## config.mk

```make
export PLATFORM = sky130hd
export DESIGN_NAME = tick_prio_sched
export DESIGN_NICKNAME = d
export VERILOG_FILES = /design/src/rtl/tick_prio_sched.sv
export SDC_FILE = /design/constraint.sdc
export NUM_CORES = 1
export LEC_CHECK = 0
export BUFFER_PORTS_ARGS = -buffer_cell sky130_fd_sc_hd__buf_4
export CORE_MARGIN = 4
export CORE_UTILIZATION = 30
export CTS_BUF_LIST = sky130_fd_sc_hd__clkbuf_2 sky130_fd_sc_hd__clkbuf_4 sky130_fd_sc_hd__clkbuf_8
export DETAILED_ROUTE_END_ITERATION = 8
export PLACE_DENSITY = 0.53
export SLEW_MARGIN = 20
export SYNTH_ARGS = -nofsm -noshare
export SYNTH_HDL_FRONTEND = slang
export SYNTH_SLANG_ARGS = --single-unit
```

## constraint.sdc

```tcl
create_clock -name clk -period 24.8 [get_ports clk]
set_clock_uncertainty 0.1 [all_clocks]
set_input_delay 4.96 -clock clk [delete_from_list [all_inputs] [get_ports clk]]
set_output_delay 4.96 -clock clk [all_outputs]
set_load 0.1 [all_outputs]
```

## src/rtl/tick_prio_sched.sv

```systemverilog
module tick_prio_sched #(
  parameter int NTASK  = 8,
  parameter int PRIO_W = 3,
  parameter int CNT_W  = 16,
  localparam int IW    = (NTASK > 1) ? $clog2(NTASK) : 1
) (
  input  logic                    clk,
  input  logic                    rst_n,
  input  logic                    tick,
  input  logic [NTASK*PRIO_W-1:0] task_prio,
  input  logic                    sleep_req,
  input  logic                    wait_req,
  input  logic [CNT_W-1:0]        sleep_ticks,
  input  logic [NTASK-1:0]        event_in,
  output logic [IW-1:0]           run_id,
  output logic                    idle,
  output logic                    ctx_sw
);

  typedef enum logic [1:0] {ST_RDY, ST_RUN, ST_SLP, ST_EVT} tstate_t;

  tstate_t          st_q  [NTASK];
  logic [CNT_W-1:0] cnt_q [NTASK];
  logic             run_v_q;
  logic [IW-1:0]    run_id_q;
  logic             ctx_q;

  logic [NTASK-1:0] wake, cand, runm;
  logic             best_v;
  logic [IW-1:0]    best_id;
  logic [PRIO_W-1:0] best_p, run_p;
  logic             blk, preempt, do_disp;
  logic [CNT_W-1:0] load_cnt;

  assign blk      = run_v_q & (sleep_req | wait_req);
  assign run_p    = task_prio[run_id_q*PRIO_W +: PRIO_W];
  assign load_cnt = (sleep_ticks == '0) ? CNT_W'(1) : sleep_ticks;

  for (genvar i = 0; i < NTASK; i++) begin : g_flags
    assign wake[i] = (st_q[i] == ST_SLP && tick && cnt_q[i] == CNT_W'(1)) ||
                     (st_q[i] == ST_EVT && event_in[i]);
    assign cand[i] = (st_q[i] == ST_RDY) || wake[i];
    assign runm[i] = (st_q[i] == ST_RUN);
  end

  always_comb begin
    best_v  = 1'b0;
    best_id = '0;
    best_p  = '0;
    for (int i = NTASK - 1; i >= 0; i--) begin
      if (cand[i] && (!best_v || task_prio[i*PRIO_W +: PRIO_W] >= best_p)) begin
        best_v  = 1'b1;
        best_id = IW'(i);
        best_p  = task_prio[i*PRIO_W +: PRIO_W];
      end
    end
  end

  assign preempt = run_v_q && !blk && tick && best_v && (best_p > run_p);
  assign do_disp = best_v && (!run_v_q || blk || preempt);

  for (genvar i = 0; i < NTASK; i++) begin : g_task
    logic is_run;
    assign is_run = run_v_q && (run_id_q == IW'(i));

    always_ff @(posedge clk or negedge rst_n) begin
      if (!rst_n) begin
        st_q[i]  <= ST_RDY;
        cnt_q[i] <= '0;
      end else if (is_run && blk) begin
        if (sleep_req) begin
          st_q[i]  <= ST_SLP;
          cnt_q[i] <= load_cnt;
        end else begin
          st_q[i]  <= ST_EVT;
        end
      end else if (is_run && preempt) begin
        st_q[i] <= ST_RDY;
      end else if (do_disp && best_id == IW'(i)) begin
        st_q[i] <= ST_RUN;
      end else if (wake[i]) begin
        st_q[i] <= ST_RDY;
      end else if (st_q[i] == ST_SLP && tick) begin
        cnt_q[i] <= cnt_q[i] - CNT_W'(1);
      end
    end

    p_sleep_hold_r5: assert property (@(posedge clk) disable iff (!rst_n)
      (st_q[i] == ST_SLP && !(tick && cnt_q[i] == CNT_W'(1))) |=> st_q[i] != ST_RUN);
    p_evt_hold_r6: assert property (@(posedge clk) disable iff (!rst_n)
      (st_q[i] == ST_EVT && !event_in[i]) |=> st_q[i] != ST_RUN);
  end

  always_ff @(posedge clk or negedge rst_n) begin
    if (!rst_n) begin
      run_v_q  <= 1'b0;
      run_id_q <= '0;
      ctx_q    <= 1'b0;
    end else begin
      ctx_q <= do_disp;
      if (do_disp) begin
        run_v_q  <= 1'b1;
        run_id_q <= best_id;
      end else if (blk) begin
        run_v_q  <= 1'b0;
      end
    end
  end

  assign run_id = run_id_q;
  assign idle   = ~run_v_q;
  assign ctx_sw = ctx_q;

  p_single_owner_r9: assert property (@(posedge clk) disable iff (!rst_n)
    $countones(runm) == (idle ? 0 : 1));
  p_owner_match_r9: assert property (@(posedge clk) disable iff (!rst_n)
    !idle |-> runm[run_id]);
  p_tick_only_r3: assert property (@(posedge clk) disable iff (!rst_n)
    ($past(run_v_q) && !$past(tick) && !$past(blk)) |-> !ctx_sw);
  p_strict_r3: assert property (@(posedge clk) disable iff (!rst_n)
    ($past(run_v_q) && !$past(blk) && ctx_sw) |-> run_p > $past(run_p));
  p_ctx_busy_r8: assert property (@(posedge clk) disable iff (!rst_n)
    ctx_sw |-> !idle);

endmodule

```

==> insert_results.sql, run 1 <==
INSERT INTO impl_metrics (metric_group, metric, value, unit) VALUES
('outcome', 'run_status', 'completed', ''),
('clock_network', 'cts.reportedPaths.clkPinSlew', '0.10', 'ns'),
('timing', 'rsz0062_at_grt', 'no', ''),
('die', 'placement_row_count', '69', ''),
('hold_path', 'hold_crit_endpoint', 'cnt_q[62]', ''),
('die', 'die_area', '39400', 'um^2'),
('worst_setup_path', 'r2r_endpoint', 'cnt_q[4]', ''),
('yosys', 'synth-edff-count', '0', ''),
('clock_network', 'cts.sinks', '149', ''),
('flow_run', 'drv.max_cap_violation_count', '0', ''),
('routing', 'drcViolationCount', '0', ''),
('die', 'die_x', '199', 'um'),
('hold_path', 'min-delay-start', 'cnt_q[62]', ''),
('clock_network', 'setup_fix_buffers_added_after_clock_tree_synthesis', '0', ''),
('timing', 'period_needed', '19.10', 'ns'),
('finish', 'layout-drive-gt1-share', '10.8', '%'),
('routing', 'wl', '36700', 'um'),
('clock_network', 'tritoncts.num_buffers', '17', ''),
('worst_setup_path', 'top_fanout_value_on_the_critical_path', '14', ''),
('placement', 'place.port_buffers', '57', ''),
('die', 'design.core.area', '35700', 'um^2'),
('yosys', 'top_ff_cell_synth', 'dfrtp_1', ''),
('timing', 'min_period_over_period', '77.0', '%'),
('yosys', 'synthesis.area_per_instance', '7.96', 'um^2'),
('finish', 'layout.cells.most_common_list', 'dfrtp_1, a21oi_1, nand2_1', ''),
('worst_setup_path', 'r2r_setup_slk', '9.44', 'ns'),
('worst_setup_path', 'r2r_start', 'cnt_q[7]', ''),
('yosys', 'net_count_after_synthesis', '1462', ''),
('yosys', 'netlist_instances', '1369', ''),
('placement', 'gp_routability_congestion', '0.900', ''),
('global_route', 'grt_use_total', '18.6', '%'),
('routing', 'route.vias.total', '10842', ''),
('worst_setup_path', 'path_class', 'primary input to flop', ''),
('clock_network', 'clockBufferDepth', '2', ''),
('finish', 'filler_cell_count', '3754', ''),
('yosys', 'syn-cell-area', '10900', 'um^2'),
('yosys', 'post_synth_num_cell_types', '93', ''),
('worst_setup_path', 'timing.critical_path.required', '24.99', 'ns'),
('hold_path', 'min_path_cells', '2', ''),
('global_route', 'first_global_vias', '10383', ''),
('yosys', 'yosys-top-cells-area', 'dfrtp_1, a21oi_1, nand2_1, o21ai_0, ha_1', ''),
('global_route', 'largest_net_degree_at_the_start_of_global_routing', '88', ''),
('routing', 'firstDrtPassIters', '5', ''),
('routing', 'wl_per_cell', '19.8', 'um'),
('worst_setup_path', 'cp-end-kind', 'flop', ''),
('timing', 'fin_setup_tns', '0', 'ns'),
('clock_network', 'cts.repair.resized', '0', ''),
('worst_setup_path', 'timing.critical_path.from_type', 'primary input', ''),
('die', 'die_h', '199', 'um'),
('global_route', 'grt-ovfl-total', '0', ''),
('routing', 'route.antenna.remaining_nets', '0', ''),
('clock_network', 'insertion_delay', '0.47', 'ns'),
('worst_setup_path', 'cpPeakStageDelay', '0.89', 'ns'),
('power_and_ir_drop', 'power_leakage', '4.94', 'nW'),
('yosys', 'synth_seq_area_share', '34.2', '%'),
('clock_network', 'clock_tree_from_tritoncts', 'yes', ''),
('timing', 'maxClockFrequency', '52.3', 'MHz'),
('routing', 'drt_via_density', '5.84', ''),
('worst_setup_path', 'worst_path_max_delay_cell', 'nor2_1', ''),
('yosys', 'ys.warnings.count', '0', ''),
('yosys', 'yosysTopAreaCell', 'dfrtp_1', ''),
('worst_setup_path', 'r2r_cells', '63', ''),
('worst_setup_path', 'cpMostUsedCell', 'a21o_1', ''),
('die', 'initial_core_util', '30.5', '%'),
('finish', 'nets', '1474', ''),
('global_route', 'grt_pass1_wl', '58600', 'um'),
('routing', 'drt_first_iter_violations', '838', ''),
('clock_network', 'ctsRootBufferMaster', 'clkbuf_8', ''),
('placement', 'post-dp-hpwl', '25500', 'um'),
('finish', 'flow.area_growth_from_synthesis', '11.5', '%'),
('global_route', 'grt_antenna_before_repair', '1', '');
[logic make-up after synthesis]
logic type,count (synthesis),synth area share (%)
adder cells (fa/ha/maj),40,4.60
XOR/XNOR,2,0.161
buffers and inverters,120,4.41
AND/OR/NAND/NOR,565,26.0
AO/OA/AOI/OAI,480,28.7
flip-flops,149,34.2
multiplexers,13,1.96
[metal layers]
layer,track usage [%],vias to the layer above,share of wire (%)
met2,29.7,296,46
met3,2.86,48,5.2
li1,-,5188,-
met5,0,-,0
met4,5.40,0,2.1
met1,26.3,5310,46
[Yosys cell counts (15+ instances only)]
cell type    n
a211oi_1    24
a21o_1      18
a21oi_1    145
a311oi_1    16
clkbuf_1    52
dfrtp_1    149
ha_1        40
inv_1       43
nand2_1    143
nand2b_1    20
nand3_1     57
nand4_1     27
nor2_1     128
nor3_1      64
nor4_1      21
o21ai_0    105
o221ai_1    15
o22ai_1     15
or3_1       27
[power breakdown]
part	switching [mW]	internal, mW	total [mW]	leakage, nW
logic	0.601	0.387	0.988	3.00
registers	0.119	0.351	0.470	1.72
clock network	0.108	0.108	0.217	0.216
[sequential cells by signal (all words and copies together), names as in the netlist]
| signal | cells |
|---|---|
| st_q | 16 |
| run_v_q | 1 |
| cnt_q | 128 |
| ctx_sw | 1 |
| run_id | 3 |
[worst max path at each step]
| stage | start | end |
|---|---|---|
| finish | tick | cnt_q[4] |
| global route | tick | cnt_q[4] |
| CTS | tick | cnt_q[4] |
| detailed placement | tick | cnt_q[15] |
| global placement | tick | cnt_q[9] |
| floorplan | tick | cnt_q[54] |
[cell type report]
cell class	count	area (um^2)	area share, %
tap	461	577	4.75
sequential	149	3730	30.7
inverter	43	161	1.33
multi-input combinational	1100	6710	55.2
clock buffer	20	269	2.21
clock inverter	12	169	1.39
antenna	1	2.50	0.0206
timing repair buffer	70	537	4.42
[through the flow]
stage / total power [mW] / hold WS (ns) / std cells / setup WS, ns / area [um^2]
after floorplan: 1.20 / 0.361 / 1369 / 8.03 / 10900
after global placement: 1.43 / 0.385 / 1822 / 5.74 / 11700
after detailed placement: 1.45 / 0.395 / 1822 / 5.42 / 11700
after CTS: 1.67 / 0.417 / 1854 / 5.92 / 12100
after global routing: 1.84 / 0.455 / 1855 / 4.59 / 12100
final: 1.68 / 0.415 / 1856 / 5.70 / 12100
[worst max-delay path, delay by kind of cell]
kind | cells | cell delay (ns)
compound gates | 35 | 8.02
simple gates | 20 | 4.14
fa+ha+maj | 8 | 1.97
buf+inv | 1 | 0.20
Note: power is estimated with default switching activity, not from simulation.
==> run 2, diff against run 1 <==
==> constraint.sdc (replaced) <==
create_clock -name clk -period 19.4 [get_ports clk]
set_clock_uncertainty 0.1 [all_clocks]
set_input_delay 3.88 -clock clk [delete_from_list [all_inputs] [get_ports clk]]
set_output_delay 3.88 -clock clk [all_outputs]
set_load 0.1 [all_outputs]
==> insert_results.sql, run 2 (same netlist as run 1, synthesis figures left out) <==
INSERT INTO impl_metrics (metric_group, metric, value, unit) VALUES
('worst_setup_path', 'r2r_start', 'cnt_q[7]', ''),
('finish', 'largest_register_ffs', '128', ''),
('worst_setup_path', 'cpPeakStageDelay', '0.88', 'ns'),
('routing', 'drt_via_density', '5.91', ''),
('worst_setup_path', 'cp-end-kind', 'flop', ''),
('timing', 'rsz0062_at_grt', 'no', ''),
('finish', 'flow.area_growth_from_synthesis', '11.4', '%'),
('routing', 'route.vias.total', '10968', ''),
('worst_setup_path', 'cpMostUsedCell', 'a21o_1', ''),
('finish', 'layout-drive-gt1-share', '10.8', '%'),
('clock_network', 'htreeDepth', '4', ''),
('global_route', 'first_global_vias', '10368', ''),
('worst_setup_path', 'r2r_setup_slk', '3.91', 'ns'),
('timing', 'finalHoldViolations', '0', ''),
('finish', 'multi_input_area', '6710', 'um^2'),
('clock_network', 'insertion_delay', '0.48', 'ns'),
('power_and_ir_drop', 'max-vdd-ir-drop', '0.0858', 'mV'),
('routing', 'detailroute.wirelength.met3', '2210', 'um'),
('die', 'initial_core_util', '30.5', '%'),
('finish', 'filler_cell_count', '3722', ''),
('die', 'die_h', '199', 'um'),
('timing', 'maxClockFrequency', '55.2', 'MHz'),
('routing', 'wl_met2', '17300', 'um'),
('timing', 'max_slew_margin', '24.3', '%'),
('worst_setup_path', 'r2r_cells', '63', ''),
('worst_setup_path', 'timing.critical_path.from_type', 'primary input', ''),
('timing', 'period_needed', '18.12', 'ns'),
('global_route', 'largest_net_degree_at_the_start_of_global_routing', '88', ''),
('placement', 'post-dp-hpwl', '25600', 'um'),
('finish', 'seq_area', '3730', 'um^2'),
('die', 'design.core.area', '35700', 'um^2'),
('clock_network', 'hold_buf_cts', '0', ''),
('clock_network', 'cts.sinks', '149', ''),
('timing', 'worstMarginPinSlew', '1.13', 'ns'),
('clock_network', 'cts.repair.resized', '0', ''),
('worst_setup_path', 'worst_path_max_delay_cell', 'nor2_1', ''),
('outcome', 'run_status', 'completed', ''),
('worst_setup_path', 'path_class', 'primary input to flop', ''),
('finish', 'finish.cell_count_without_fillers', '1855', ''),
('die', 'io_pins', '58', ''),
('die', 'die_area', '39400', 'um^2'),
('routing', 'firstDrtPassIters', '7', ''),
('finish', 'final_common_cell', 'dfrtp_1', ''),
('placement', 'gp_routability_congestion', '0.901', ''),
('worst_setup_path', 'r2r_endpoint', 'cnt_q[11]', ''),
('routing', 'route.antenna.remaining_nets', '0', ''),
('clock_network', 'cts.reportedPaths.clkPinSlew', '0.09', 'ns'),
('clock_network', 'setup_fix_buffers_added_after_clock_tree_synthesis', '0', ''),
('power_and_ir_drop', 'pwr_density_cell', '176', 'nW/um^2'),
('finish', 'postLayoutCellArea', '12100', 'um^2'),
('routing', 'wl', '37000', 'um'),
('die', 'placement_row_count', '69', ''),
('worst_setup_path', 'timing.critical_path.required', '19.60', 'ns'),
('power_and_ir_drop', 'power_leakage', '4.93', 'nW'),
('timing', 'final_max_slew_viol_count', '0', ''),
('finish', 'nets', '1474', ''),
('placement', 'place.detailed.instances', '1822', ''),
('worst_setup_path', 'cp-startpoint', 'tick', ''),
('die', 'die_x', '199', 'um'),
('global_route', 'grt-ovfl-total', '0', ''),
('worst_setup_path', 'crit_path_end', 'cnt_q[11]', ''),
('routing', 'wl_per_cell', '19.9', 'um'),
('worst_setup_path', 'top_fanout_value_on_the_critical_path', '14', ''),
('finish', 'regMostFlops', 'cnt_q', ''),
('timing', 'min_period_over_period', '93.4', '%'),
('finish', 'number_of_diodes_added_for_antenna_fixing', '0', ''),
('finish', 'layout.cells.most_common_list', 'dfrtp_1, a21oi_1, nand2_1', ''),
('clock_network', 'ctsRootBufferMaster', 'clkbuf_8', ''),
('timing', 'setup_violations', '0', ''),
('clock_network', 'clock_tree_from_tritoncts', 'yes', ''),
('flow_run', 'drv.max_cap_violation_count', '0', ''),
('routing', 'top_signal_layer_used', 'met4', ''),
('worst_setup_path', 'worst_ep_arrival_time', '18.32', 'ns'),
('clock_network', 'clockBufferDepth', '2', ''),
('routing', 'routedLengthMet1', '16600', 'um'),
('clock_network', 'tritoncts.num_buffers', '17', ''),
('timing', 'fin_setup_tns', '0', 'ns'),
('global_route', 'grt_antenna_before_repair', '1', ''),
('placement', 'postPlaceCellArea', '11700', 'um^2'),
('hold_path', 'hp-class', 'flop to flop', ''),
('routing', 'drcViolationCount', '0', ''),
('global_route', 'grt_pass1_wl', '58500', 'um'),
('placement', 'place.port_buffers', '57', ''),
('global_route', 'grt_use_total', '18.7', '%'),
('routing', 'drt_first_iter_violations', '873', '');
-- run 2: power breakdown --
| part | total (mW) | internal, mW | switching (mW) |
|---|---|---|---|
| clock | 0.264 | 0.127 | 0.137 |
| sequential | 0.601 | 0.449 | 0.152 |
| combinational | 1.26 | 0.495 | 0.770 |
| total | 2.13 | 1.07 | 1.06 |
-- run 2: stage by stage --
stage / utilization (%) / power [mW] / hold slack, ns / setup slack, ns
final: 34.0 / 2.13 / 0.416 / 1.28
after global routing: 34.0 / 2.33 / 0.445 / 0.0780
after CTS: 34.0 / 2.12 / 0.418 / 1.50
after detailed placement: 32.8 / 1.85 / 0.395 / 0.979
after global placement: 32.8 / 1.83 / 0.385 / 1.42
after floorplan: - / 1.53 / 0.361 / 3.71
-- run 2: final cells by class --
| cell class | instances | share of cell area (%) |
|---|---|---|
| sequential | 149 | 30.7 |
| tap | 461 | 4.76 |
| multi-input combinational | 1100 | 55.3 |
| inverter | 43 | 1.33 |
| timing repair buffer | 70 | 4.43 |
| clock inverter | 12 | 1.20 |
| clock buffer | 20 | 2.27 |
-- run 2: worst min path at each step --
stage	endpoint	cells after the start	from
6_report	cnt_q[18]	1	cnt_q[18]
4_1_cts	cnt_q[62]	2	cnt_q[62]
2_1_floorplan	cnt_q[57]	2	cnt_q[57]
5_1_grt	cnt_q[18]	1	cnt_q[18]
3_3_place_gp	cnt_q[57]	2	cnt_q[57]
3_5_place_dp	cnt_q[62]	2	cnt_q[62]
-- run 2: critical path: cells and delay by family --
family	cells	cell delay [ns]
and+or+nand+nor	20	4.16
AOI/OAI and AO/OA	35	8.10
buffers and inverters	1	0.21
adders and majority gates	8	1.97
-- run 2: per-layer routing --
metal,GRT usage [%],vias to the layer above
li1,-,5190
met5,0,-
met4,5.83,0
met2,30.2,346
met1,25.9,5372
met3,2.83,60
